### config.mk
export PLATFORM = sky130hd
export DESIGN_NAME = act_window_limiter
export DESIGN_NICKNAME = d
export VERILOG_FILES = /design/src/rtl/actlim_pkg.sv /design/src/rtl/actlim_win_reg.sv /design/src/rtl/actlim_rank_hist.sv /design/src/rtl/act_window_limiter.sv
export SDC_FILE = /design/constraint.sdc
export NUM_CORES = 1
export LEC_CHECK = 0
export CAP_MARGIN = 20
export CORE_AREA = 2 2 109 111
export DETAILED_ROUTE_END_ITERATION = 10
export DIE_AREA = 0 0 111 113
export HOLD_SLACK_MARGIN = 0.15
export PLACE_DENSITY = 0.8
export SLEW_MARGIN = 25
export SYNTH_ARGS = -nofsm -noshare
export SYNTH_HDL_FRONTEND = slang
export SYNTH_HIERARCHICAL = 1
export SYNTH_SLANG_ARGS = --single-unit
### constraint.sdc
create_clock -name clk -period 2.5 [get_ports clk]
set_input_delay 0.375 -clock clk [delete_from_list [all_inputs] [get_ports clk]]
set_output_delay 0.375 -clock clk [all_outputs]
set_load 0.02 [all_outputs]
### src/rtl/actlim_pkg.sv
package actlim_pkg;
  localparam int MAX_WIN = 20;
  localparam int AGE_W   = $clog2(MAX_WIN + 1);

  typedef logic [AGE_W-1:0] age_t;

  typedef enum logic [1:0] {
    WIN_10 = 2'b00,
    WIN_13 = 2'b01,
    WIN_15 = 2'b10,
    WIN_20 = 2'b11
  } win_code_e;

  typedef struct packed {
    logic vld;
    age_t age;
  } slot_t;

  function automatic age_t win_len_of(win_code_e c);
    case (c)
      WIN_10:  win_len_of = age_t'(10);
      WIN_13:  win_len_of = age_t'(13);
      WIN_15:  win_len_of = age_t'(15);
      default: win_len_of = age_t'(MAX_WIN);
    endcase
  endfunction

  function automatic slot_t slot_aged(slot_t s);
    slot_t o;
    o = s;
    if (s.vld && (s.age != {AGE_W{1'b1}}))
      o.age = s.age + age_t'(1);
    return o;
  endfunction
endpackage

### src/rtl/actlim_win_reg.sv
module actlim_win_reg
  import actlim_pkg::*;
(
  input  logic       clk,
  input  logic       rst,
  input  logic [1:0] win_code,
  output age_t       win_len
);
  age_t len_q;

  always_ff @(posedge clk) begin
    if (rst) len_q <= age_t'(MAX_WIN);
    else     len_q <= win_len_of(win_code_e'(win_code));
  end

  assign win_len = len_q;
endmodule

### src/rtl/actlim_rank_hist.sv
module actlim_rank_hist
  import actlim_pkg::*;
#(
  parameter int DEPTH = 4
) (
  input  logic clk,
  input  logic rst,
  input  logic rec,
  input  age_t win_len,
  output logic blocked
);
  slot_t slot_q [DEPTH];

  always_ff @(posedge clk) begin
    if (rst) begin
      for (int i = 0; i < DEPTH; i++) slot_q[i] <= '0;
    end else if (rec) begin
      slot_q[0] <= '{vld: 1'b1, age: age_t'(1)};
      for (int i = 1; i < DEPTH; i++) slot_q[i] <= slot_aged(slot_q[i-1]);
    end else begin
      for (int i = 0; i < DEPTH; i++) slot_q[i] <= slot_aged(slot_q[i]);
    end
  end

  assign blocked = slot_q[DEPTH-1].vld && (slot_q[DEPTH-1].age < win_len);
endmodule

### src/rtl/act_window_limiter.sv
module act_window_limiter
  import actlim_pkg::*;
#(
  parameter int N_RANKS   = 4,
  parameter int ACT_LIMIT = 4,
  parameter int RANK_W    = (N_RANKS > 1) ? $clog2(N_RANKS) : 1
) (
  input  logic              clk,
  input  logic              rst,
  input  logic              thr_en,
  input  logic [1:0]        win_code,
  input  logic [RANK_W-1:0] req_rank,
  input  logic              commit,
  output logic              act_ok
);
  age_t               win_len;
  logic [N_RANKS-1:0] blocked;
  logic [N_RANKS-1:0] rec;

  actlim_win_reg u_win (
    .clk      (clk),
    .rst      (rst),
    .win_code (win_code),
    .win_len  (win_len)
  );

  assign act_ok = !thr_en || !blocked[req_rank];

  for (genvar r = 0; r < N_RANKS; r++) begin : g_rank
    assign rec[r] = commit && act_ok && (req_rank == RANK_W'(r));

    actlim_rank_hist #(.DEPTH(ACT_LIMIT)) u_hist (
      .clk     (clk),
      .rst     (rst),
      .rec     (rec[r]),
      .win_len (win_len),
      .blocked (blocked[r])
    );
  end
endmodule

# == Word-level counts from Yosys, hierarchy flattened ==
# Memory sizes are Yosys's and may differ from the RTL's.
# Cells that the tools add are included.
# word_totals
reg_bits,5
latch_bits,0
ramBits,96
mem_bits_ro,0
in_bits,8
output_inout_bits,1
elab_cells,242
n_memories,4
# memory_table
memory,words,width,rd,rd_clocked_by_memory_dff,write_ports,line,source
g_rank[0].u_hist.slot_q,4,6,4,0,4,actlim_rank_hist.sv:12,slot_t slot_q [DEPTH];
g_rank[1].u_hist.slot_q,4,6,4,0,4,actlim_rank_hist.sv:12,
g_rank[2].u_hist.slot_q,4,6,4,0,4,actlim_rank_hist.sv:12,
g_rank[3].u_hist.slot_q,4,6,4,0,4,actlim_rank_hist.sv:12,
# op_classes
n_addsub,16
multipliers,0
n_div,0
magnitude_cmp,5
n_eq_ne,21
shift,0
mux,133
bitwise,32
reduce_logical,30
# ops
cell,n
5-bit 2-to-1 mux,72
6-bit 2-to-1 mux,32
"5-bit by 1-bit adder with 5-bit output, second input constant",16
"5-bit != test, second input constant",16
1-bit OR,32
1-bit 2-to-1 mux,27
1-bit logical AND,25
5-bit < comparator,4
5-bit case mux with 3 select lines,1
"2-bit equality test, second input constant",3
"2-bit by 1-bit equality test with 1-bit output, second input constant",2
2-bit logical NOT,2
"2-bit by 3-bit < comparator with 1-bit output, second input constant",1
1-bit binary-select mux with 2-bit select,1
1-bit logical NOT,2
1-bit logical OR,1

# == Longest topological paths before layout ==
# Gate-level depths: netlist of the first run.
# depth
word_depth,13
ltp_mapped,10
mapped_depth_nobuf,9

# == Hierarchy ==
# Netlist of the first run, hierarchy kept.
# modules_own_cells
module,n_inst,cells_per_inst,area_each_um2,seq_area_each_um2
actlim_rank_hist (g_rank[0].u_hist ...),3,132,1505.2,720.7
actlim_rank_hist (g_rank[1].u_hist),1,134,1561.5,720.7
actlim_win_reg,1,17,191.4,100.1
act_window_limiter,1,10,72.6,0.0

# == Worst setup path after synthesis of the first run ==
# Ideal clock, no wire load.
# synth_path
kind,reg2reg
startpoint,memory g_rank[0].u_hist/slot_q[3][1] in the netlist's numbering
endpoint,memory g_rank[0].u_hist/slot_q[3][0] in the netlist's numbering (enable)
setup_ns,0.357
t_arrival_ns,2.214
required_time_ns,2.143
setup_slack_ns,-0.071
path_stages_with_launch,9
path_buffers,1
synth_period_minus_slack_ns,2.571
cell_sequence,edfxtp_1 > ha_1 > a211o_1 > o2111ai_1 > and4b_1 > a2111oi_0 > inv_1 > buf_2 > o211ai_1
# synth_rtl
element,line
start: declaration,actlim_rank_hist.sv:12

==> results of run 1 <==
metal layers:
metal	up-vias	wire, µm	track usage (%)	part of all wire [%]
met5	-	0	0	0
met4	0	187	6.08	1.5
met3	16	482	5.78	3.9
met2	69	6080	36.0	50
met1	2106	5460	25.5	45
li1	2132	-	-	-
power by group:
part	total, mW	internal [mW]	switching [mW]
clock network	1.54	0.933	0.603
logic	0.757	0.343	0.415
registers	2.15	2.04	0.113
total	4.44	3.31	1.13
kinds of logic (layout without fill, tap and decap cells):
group,count (synthesis),after routing,share of synthesized area [%]
simple gates,205,205,17.8
flops,101,101,47.0
compound gates,68,68,9.41
buf+inv,62,96,5.51
fa+ha+maj,52,52,10.3
xor+xnor,40,40,5.52
mux,25,25,4.26
other cells,4,60,0.237
registers in the layout, summed over array words and instances (netlist names):
name                  flops
u_win/win_len             5
g_rank.u_hist/slot_q     96
metrics by stage:
stage	utilization, %	setup TNS, ns
after floorplan	-	0
after global placement	60.8	-0.126
after detailed placement	60.8	-0.306
after CTS	63.9	-0.0604
after global routing	64.3	-0.236
final	64.3	-0.0443
cell usage in the layout, fill, tap and decap left out, types with 4 or more instances in the layout:
| master | count |
|---|---|
| sky130_fd_sc_hd__edfxtp_1 | 96 |
| sky130_fd_sc_hd__nor2_1 | 60 |
| sky130_fd_sc_hd__conb_1 | 60 |
| sky130_fd_sc_hd__ha_1 | 52 |
| sky130_fd_sc_hd__nand2_1 | 41 |
| sky130_fd_sc_hd__and3_1 | 37 |
| sky130_fd_sc_hd__buf_4 | 34 |
| sky130_fd_sc_hd__xor2_1 | 32 |
| sky130_fd_sc_hd__inv_1 | 30 |
| sky130_fd_sc_hd__mux2i_1 | 18 |
| sky130_fd_sc_hd__a211oi_1 | 17 |
| sky130_fd_sc_hd__a211oi_2 | 16 |
| sky130_fd_sc_hd__nor3_1 | 13 |
| sky130_fd_sc_hd__nand3_1 | 9 |
| sky130_fd_sc_hd__clkbuf_16 | 9 |
| sky130_fd_sc_hd__nor2b_4 | 9 |
| sky130_fd_sc_hd__o22ai_1 | 8 |
| sky130_fd_sc_hd__xnor2_1 | 8 |
| sky130_fd_sc_hd__a21oi_1 | 6 |
| sky130_fd_sc_hd__inv_2 | 6 |
| sky130_fd_sc_hd__nand4_1 | 6 |
| sky130_fd_sc_hd__mux2_1 | 6 |
| sky130_fd_sc_hd__clkdlybuf4s50_1 | 6 |
| sky130_fd_sc_hd__nand2b_1 | 5 |
| sky130_fd_sc_hd__nand2_2 | 4 |
| sky130_fd_sc_hd__a41oi_2 | 4 |
| sky130_fd_sc_hd__nor3b_2 | 4 |
| sky130_fd_sc_hd__o211ai_1 | 4 |
| sky130_fd_sc_hd__a211o_1 | 4 |
| sky130_fd_sc_hd__o2111ai_1 | 4 |
| sky130_fd_sc_hd__and4b_1 | 4 |
area by class of cell:
cell class	count	area (µm²)	share of cell area, %
Multi-Input combinational cell	450	3270	45.1
Sequential cell	101	2990	41.2
Timing Repair Buffer	44	354	4.88
Clock buffer	13	260	3.59
Tap cell	143	179	2.47
Inverter	36	135	1.86
Clock inverter	3	67.6	0.932
worst max-delay path by stage:
stage                                        from                            end  slack (ns)  depth (start not counted)
CTS                 g_rank[2].u_hist/slot_q[3][1]                         act_ok       -0.06                          7
detailed placement               u_win/win_len[1]                         act_ok       -0.17                          8
finish              g_rank[3].u_hist/slot_q[3][1]                         act_ok       -0.04                          7
global placement                 u_win/win_len[1]                         act_ok       -0.13                          8
global route        g_rank[0].u_hist/slot_q[3][1]                         act_ok       -0.12                          7
floorplan           g_rank[0].u_hist/slot_q[3][1]  g_rank[0].u_hist/slot_q[3][0]        0.05                          8
worst max-delay path: stages (launching register included):
cell and delay, ns:
sky130_fd_sc_hd__edfxtp_1 0.39, sky130_fd_sc_hd__ha_1 0.29, sky130_fd_sc_hd__a211o_1 0.11, sky130_fd_sc_hd__o2111ai_1 0.12, sky130_fd_sc_hd__and4b_1 0.22, sky130_fd_sc_hd__mux4_2 0.48
sky130_fd_sc_hd__nand2_2 0.08, sky130_fd_sc_hd__buf_6 0.12
what timing repair did:
| action | in CTS | in global routing |
|---|---|---|
| resized for setup | 11 | 10 |
| setup endpoints to repair | 17 | 52 |
| buffers inserted | 0 | 2 |
| pin swaps | 6 | 2 |
==> impl_summary.txt, run 1 <==
----------------------------------------------------
[Synth]
  List of most frequent post-synthesis cells ... 96 x sky130_fd_sc_hd__edfxtp_1, 61 x sky130_fd_sc_hd__nor2_1, 52 x sky130_fd_sc_hd__ha_1
  Gate Count Post-Synth ... 557
  Prevailing post-synth register cell ... sky130_fd_sc_hd__edfxtp_1
  Flip-flop and latch count after synthesis ... between 100 and 150
  Area fraction of the dominant cell type after synthesis ... a little under half
  Number of enable-type register cells in the synthesized netlist ... 96
  Number of library cell types mapped by synthesis ... 43
  Fraction of registers with async set or reset after synthesis ... 0%
  Portion of the post-synthesis area used by sequential elements ... a little under half
  Post-Syn Area per Cell ... 11.4 µm²
  Warnings, synthesis ... 6
  Post-synth design cell area ... 0.00634 mm²
  Top cells by area, synth ... sky130_fd_sc_hd__edfxtp_1 45%, sky130_fd_sc_hd__ha_1 10%, sky130_fd_sc_hd__xor2_1 4.4%, sky130_fd_sc_hd__and3_1 3.7%, sky130_fd_sc_hd__nor2_1 3.6%
  Most common cell in the synthesized netlist ... sky130_fd_sc_hd__edfxtp_1
  Leading area contributor after synthesis ... sky130_fd_sc_hd__edfxtp_1

[STA]
  Hold Fails Final Rpt ... 0
  Final worst hold slack ... between 0.5 and 0.6 ns
  Number of failing setup endpoints in the final timing report ... 1
  Final Cycle Share ... 102%
  Setup repair after global routing missed its margin ... yes
  Number of pins with negative max-slew slack in the final report ... 0
  Final clock skew ... 0.00542 ns
  Remaining max-slew budget at the tightest pin ... ~66%
  Timing-limited maximum frequency ... 393 MHz
  Crit path time final ... 2.54 ns
  Final setup slack of the worst path ... -0.0443 ns
  Slew @ Worst Pin ... 0.513 ns

[GRT]
  Initial antenna violation count ... 0
  Remaining global-route overflow ... 0
  First-pass GRT wire length ... 20900 µm
  Overall track demand over capacity in global routing ... 20.8%
  Pin count of the biggest net entering global routing ... 22
  Via count of the first global-routing pass ... between 4000 and 5000

[Layout]
  Antenna cells ... 0
  Number of fillers in the final layout ... 837
  Fraction of final layout cells with drive strength greater than 1 ... 17.0%
  Final #Nets ... 702
  Area growth from synthesis to final layout ... 14.3%
  Final design area excluding fillers ... 0.00725 mm²
  Final non-filler cell total ... 790

[Place]
  Weighted congestion reported at the end of routability-driven placement ... 0.821
  Post-Place Cells ... a little under 800
  Estimated wirelength of the detail-placed design ... 9120 µm
  DP Area ... ~0.0069 mm²
  Setup slack at placement ... -0.167 ns
  Buffers on Ports ... 8

[Worst hold path]
  Hold depth ... 1
  Origin of the worst min-delay path ... g_rank[2].u_hist/slot_q[0][5]
  Worst Hold End ... g_rank[2].u_hist/slot_q[1][5]
  Type of the worst min-delay path ... register to register

[Route]
  Iteration-0 DRC count of the detailed router ... 204
  Number of detailed-route iterations in the first pass ... 5
  Routed wire length ... roughly 12000 µm
  Count of vias placed by the detailed router ... 4323
  Remaining antenna violation count ... 0
  Post-route DRC violation count ... 0
  Routed len/inst ... 15.5 µm
  Vias per std cell ... 5.47

[Worst setup path]
  Depth of the most critical reg-to-reg path ... 9
  End of the worst register-to-register path ... g_rank[3].u_hist/slot_q[2][3]
  Critical path type ... register to primary output
  Crit path required time ... 2.12 ns
  Startpoint type of the worst setup path ... register
  Data arrival time of the critical path ... 2.17 ns
  RR Startpoint ... g_rank[3].u_hist/slot_q[3][1]
  Biggest fanout along the worst timing path ... 2
  Reg-to-reg slack, setup ... 0.09 ns
  Type of element capturing the critical path ... primary output

[CTS]
  CTS Root Cell ... sky130_fd_sc_hd__clkbuf_16
  Clock sink count ... a little over 100
  Buffers from clock root to sink, at most ... 2
  CTS tree ... done
  CTS Buf Count ... 9
  Clock slew at reported path FFs ... 0.07 ns
  Cts-stage hold buffer count ... 0
  Deepest level of the CTS H-tree ... 3
  Insertion delay of the later-clocked pin in the worst-skew pair ... 0.35 ns

[Die]
  Count of standard-cell rows ... 39
  Core region area ... 0.0113 mm²
  Effective utilization at floorplan ... a little under three fifths
  Vertical die dimension ... 113 µm
  Boundary pin count ... 9
  Area of the die ... 0.0125 mm²
  Die width ... 111 µm

[Status]
  Result of the run ... finished with violations
  Violated checks ... setup timing

[Power and ir drop]
  Worst ir drop on vdd ... 0.469 mV
  Total power ... around 4.4 mW
  Cell leakage power ... 3.17 nW
  Areal power density over the cells ... 613 mW/mm²

[Job]
  Max_cap viols ... 0

----------------------------------------------------
(Power assumes the default switching activity.)
==> inputs of run 2 (changes only) <==
--- a/config.mk
+++ b/config.mk
@@ -5,10 +5,11 @@
 export SDC_FILE = /design/constraint.sdc
 export NUM_CORES = 1
 export LEC_CHECK = 0
+export ABC_CLOCK_PERIOD_IN_PS = 2500
 export CAP_MARGIN = 20
-export CORE_AREA = 2 2 109 111
+export CORE_AREA = 2 2 78 155
 export DETAILED_ROUTE_END_ITERATION = 10
-export DIE_AREA = 0 0 111 113
+export DIE_AREA = 0 0 80 157
 export HOLD_SLACK_MARGIN = 0.15
 export PLACE_DENSITY = 0.8
 export SLEW_MARGIN = 25
==> run 2 against run 1 <==
- the run still ends with setup timing left
- utilization grew 0.23 points
- total power grew 3.7%
- clock-buffer cell count shrank 1
- highest routed layer unchanged
==> impl_summary.txt, run 2 (same netlist as run 1, synthesis figures left out) <==
----------------------------------------------------
[GRT]
  Grt met1 use ... 21.9%
  Via count of the first global-routing pass ... 4712
  Most Crowded Layer GR ... met2
  GR Layer Usage met3 ... 2.98%
  Pin count of the biggest net entering global routing ... 24
  GR Layer Usage met2 ... 39.9%
  First-pass GRT wire length ... 20900 µm
  Remaining global-route overflow ... 0
  Initial antenna violation count ... 0
  Overall track demand over capacity in global routing ... 21.4%

[Power and ir drop]
  Register share of total power ... around 47%
  Clock group share of total power ... 36.5%
  Switching Power ... 1.14 mW
  Power share of the combinational group ... 16.6%
  Switching power share of the total ... 24.7%
  Worst ir drop on vdd ... around 0.45 mV
  Cell Int Power ... 3.47 mW
  Areal power density over the cells ... 632 mW/mm²
  Cell leakage power ... 3.20 nW
  Total power ... 4.60 mW

[Layout]
  Largest register FFs ... 96
  Biggest register ... g_rank.u_hist/slot_q
  Area growth from synthesis to final layout ... 14.9%
  Antenna cells ... 0
  Final #Nets ... 706
  Area taken by flip-flops and latches ... 0.00298 mm²
  Number of fillers in the final layout ... between 800 and 900
  Most common cell after layout, fill and taps aside ... sky130_fd_sc_hd__edfxtp_1
  Final design area excluding fillers ... ~0.0073 mm²
  Most frequent cells in the layout ... 96 x sky130_fd_sc_hd__edfxtp_1, 61 x sky130_fd_sc_hd__nor2_1, 60 x sky130_fd_sc_hd__conb_1, 52 x sky130_fd_sc_hd__ha_1, 43 x sky130_fd_sc_hd__nand2_1
  Area taken by multi-input logic gates ... 0.00325 mm²
  Fraction of final layout cells with drive strength greater than 1 ... 16.6%

[Route]
  Vias per std cell ... 5.54
  Post-route DRC violation count ... 0
  Iteration-0 DRC count of the detailed router ... ~270
  Remaining antenna violation count ... 0
  Count of vias placed by the detailed router ... 4396
  Routed wire length ... 12600 µm
  Routed len/inst ... roughly 16 µm
  Number of detailed-route iterations in the first pass ... 5

[Die]
  Die width ... 80 µm
  Vertical die dimension ... about 160 µm
  Effective utilization at floorplan ... about 56%
  Boundary pin count ... 9
  Count of standard-cell rows ... 55
  Core region area ... 0.0113 mm²
  Area of the die ... 0.0126 mm²

[Status]
  Violated checks ... setup timing
  Result of the run ... finished with violations

[Worst setup path]
  Biggest fanout along the worst timing path ... 2
  Data arrival time of the critical path ... 2.18 ns
  Crit path required time ... 2.12 ns
  Stage delay of the slowest cell on the critical path ... about 0.47 ns
  Type of element capturing the critical path ... primary output
  Timing startpoint of the critical path ... g_rank[0].u_hist/slot_q[3][1]
  Series of cell instances along the critical path ... ha_1 > a211o_1 > o2111ai_1 > and4b_1 > mux4_2 > nand2_2 > buf_6
  Cell class contributing the biggest share of worst-path delay ... multiplexers
  Critical path type ... register to primary output
  RR Startpoint ... g_rank[0].u_hist/slot_q[3][1]
  Startpoint type of the worst setup path ... register
  Buffering stage count on the worst path with inverters included ... 1
  Master of the slowest instance on the critical path ... sky130_fd_sc_hd__mux4_2

[CTS]
  CTS Root Cell ... sky130_fd_sc_hd__clkbuf_16
  CTS tree ... done
  Clock slew at reported path FFs ... 0.07 ns
  Deepest level of the CTS H-tree ... 3
  Cts-stage hold buffer count ... 0
  CTS Buf Count ... 9
  Clock sink count ... 101
  Buffers from clock root to sink, at most ... 2
  Insertion delay of the later-clocked pin in the worst-skew pair ... 0.35 ns

[STA]
  Number of pins with negative max-slew slack in the final report ... 0
  Crit path time final ... 2.56 ns
  Hold Fails Final Rpt ... 0
  Number of failing setup endpoints in the final timing report ... 1
  Slew @ Worst Pin ... 0.565 ns
  Final setup slack of the worst path ... -0.0563 ns
  Final clock skew ... about 0.0076 ns
  Final Cycle Share ... 102%
  Setup repair after global routing missed its margin ... yes
  Timing-limited maximum frequency ... 391 MHz
  Remaining max-slew budget at the tightest pin ... 62.2%

[Place]
  DP Area ... 0.00686 mm²
  Estimated wirelength of the detail-placed design ... 9330 µm
  Weighted congestion reported at the end of routability-driven placement ... 0.856
  Buffers on Ports ... 8

[Worst hold path]
  Type of the worst min-delay path ... primary input to register
  Origin of the worst min-delay path ... rst

[Job]
  Max_cap viols ... 0

----------------------------------------------------
-- run 2: cell count changes in the layout (fill, tap and decap cells not counted), moves of 2 or more --
cell | previous run | this run
sky130_fd_sc_hd__buf_4 | 34 | 39
sky130_fd_sc_hd__bufinv_16 | 2 | 4
sky130_fd_sc_hd__clkbuf_8 | 2 | 0
sky130_fd_sc_hd__nand2_1 | 41 | 43
-- run 2: metrics by stage --
stage          cells  setup TNS, ns  utilization (%)  setup WS [ns]  hold WS, ns
3_5_place_dp     772         -0.182             60.8         -0.165        0.568
3_3_place_gp     772         -0.122             60.8         -0.122        0.557
2_1_floorplan    613              0                -         0.0538        0.448
4_1_cts          789        -0.0516             64.1        -0.0516        0.462
5_1_grt          793         -0.119             64.5         -0.114        0.477
6_report         793        -0.0563             64.5        -0.0563        0.467
-- run 2: final cells by class --
cell class | count | area share (%)
Timing Repair Buffer | 48 | 5.22
Clock buffer | 12 | 3.25
Sequential cell | 101 | 41.0
Tap cell | 142 | 2.44
Multi-Input combinational cell | 450 | 44.6
Clock inverter | 4 | 1.65
Inverter | 36 | 1.86
-- run 2: power by group through the flow --
stage	Clock [mW]	Sequential, mW	Combinational [mW]
6_report	1.68	2.16	0.765
5_1_grt	1.78	2.17	0.856
4_1_cts	1.71	2.15	0.746
3_5_place_dp	0	2.19	0.731
3_3_place_gp	0	2.18	0.688
2_1_floorplan	0	2.16	0.522
-- run 2: layer usage --
layer | wire (µm) | up-vias
li1 | - | 2137
met4 | 501 | 0
met2 | 7040 | 70
met3 | 309 | 38
met1 | 4790 | 2151
met5 | 0 | -
-- run 2: worst register-to-register path, cell delays in order (launching register included) --
cell	delay, ns
sky130_fd_sc_hd__edfxtp_1	0.42
sky130_fd_sc_hd__ha_1	0.32
sky130_fd_sc_hd__a211o_1	0.12
sky130_fd_sc_hd__o2111ai_1	0.09
sky130_fd_sc_hd__and4b_1	0.21
sky130_fd_sc_hd__buf_4	0.14
sky130_fd_sc_hd__a2111oi_4	0.35
sky130_fd_sc_hd__inv_2	0.11
sky130_fd_sc_hd__buf_4	0.19
sky130_fd_sc_hd__nor2_1	0.14
sky130_fd_sc_hd__nor3_1	0.06
-- run 2: final timing paths --
path                                        end  slack, ns  cells past startpoint
hold reg to reg   g_rank[2].u_hist/slot_q[1][5]       0.58                      1
hold / removal    g_rank[2].u_hist/slot_q[0][0]       0.47                      2
setup reg to reg  g_rank[0].u_hist/slot_q[3][4]       0.08                     10
setup / recovery                         act_ok      -0.06                      7
-- run 2: timing repair --
action,4_1_cts,5_1_grt
pin swaps,5,3
setup buffers,1,4
resized for setup,8,6
endpoints found under the setup margin,3,49
endpoints found under the hold margin,0,0
==> inputs of run 3 (changes only) <==
--- a/config.mk
+++ b/config.mk
@@ -6,7 +6,7 @@
 export NUM_CORES = 1
 export LEC_CHECK = 0
 export ABC_CLOCK_PERIOD_IN_PS = 2500
-export CAP_MARGIN = 20
+export CAP_MARGIN = 30
 export CORE_AREA = 2 2 78 155
 export DETAILED_ROUTE_END_ITERATION = 10
 export DIE_AREA = 0 0 80 157
==> results of run 3 <==
Final layout, timing and power as in run 2 (identical DEF).
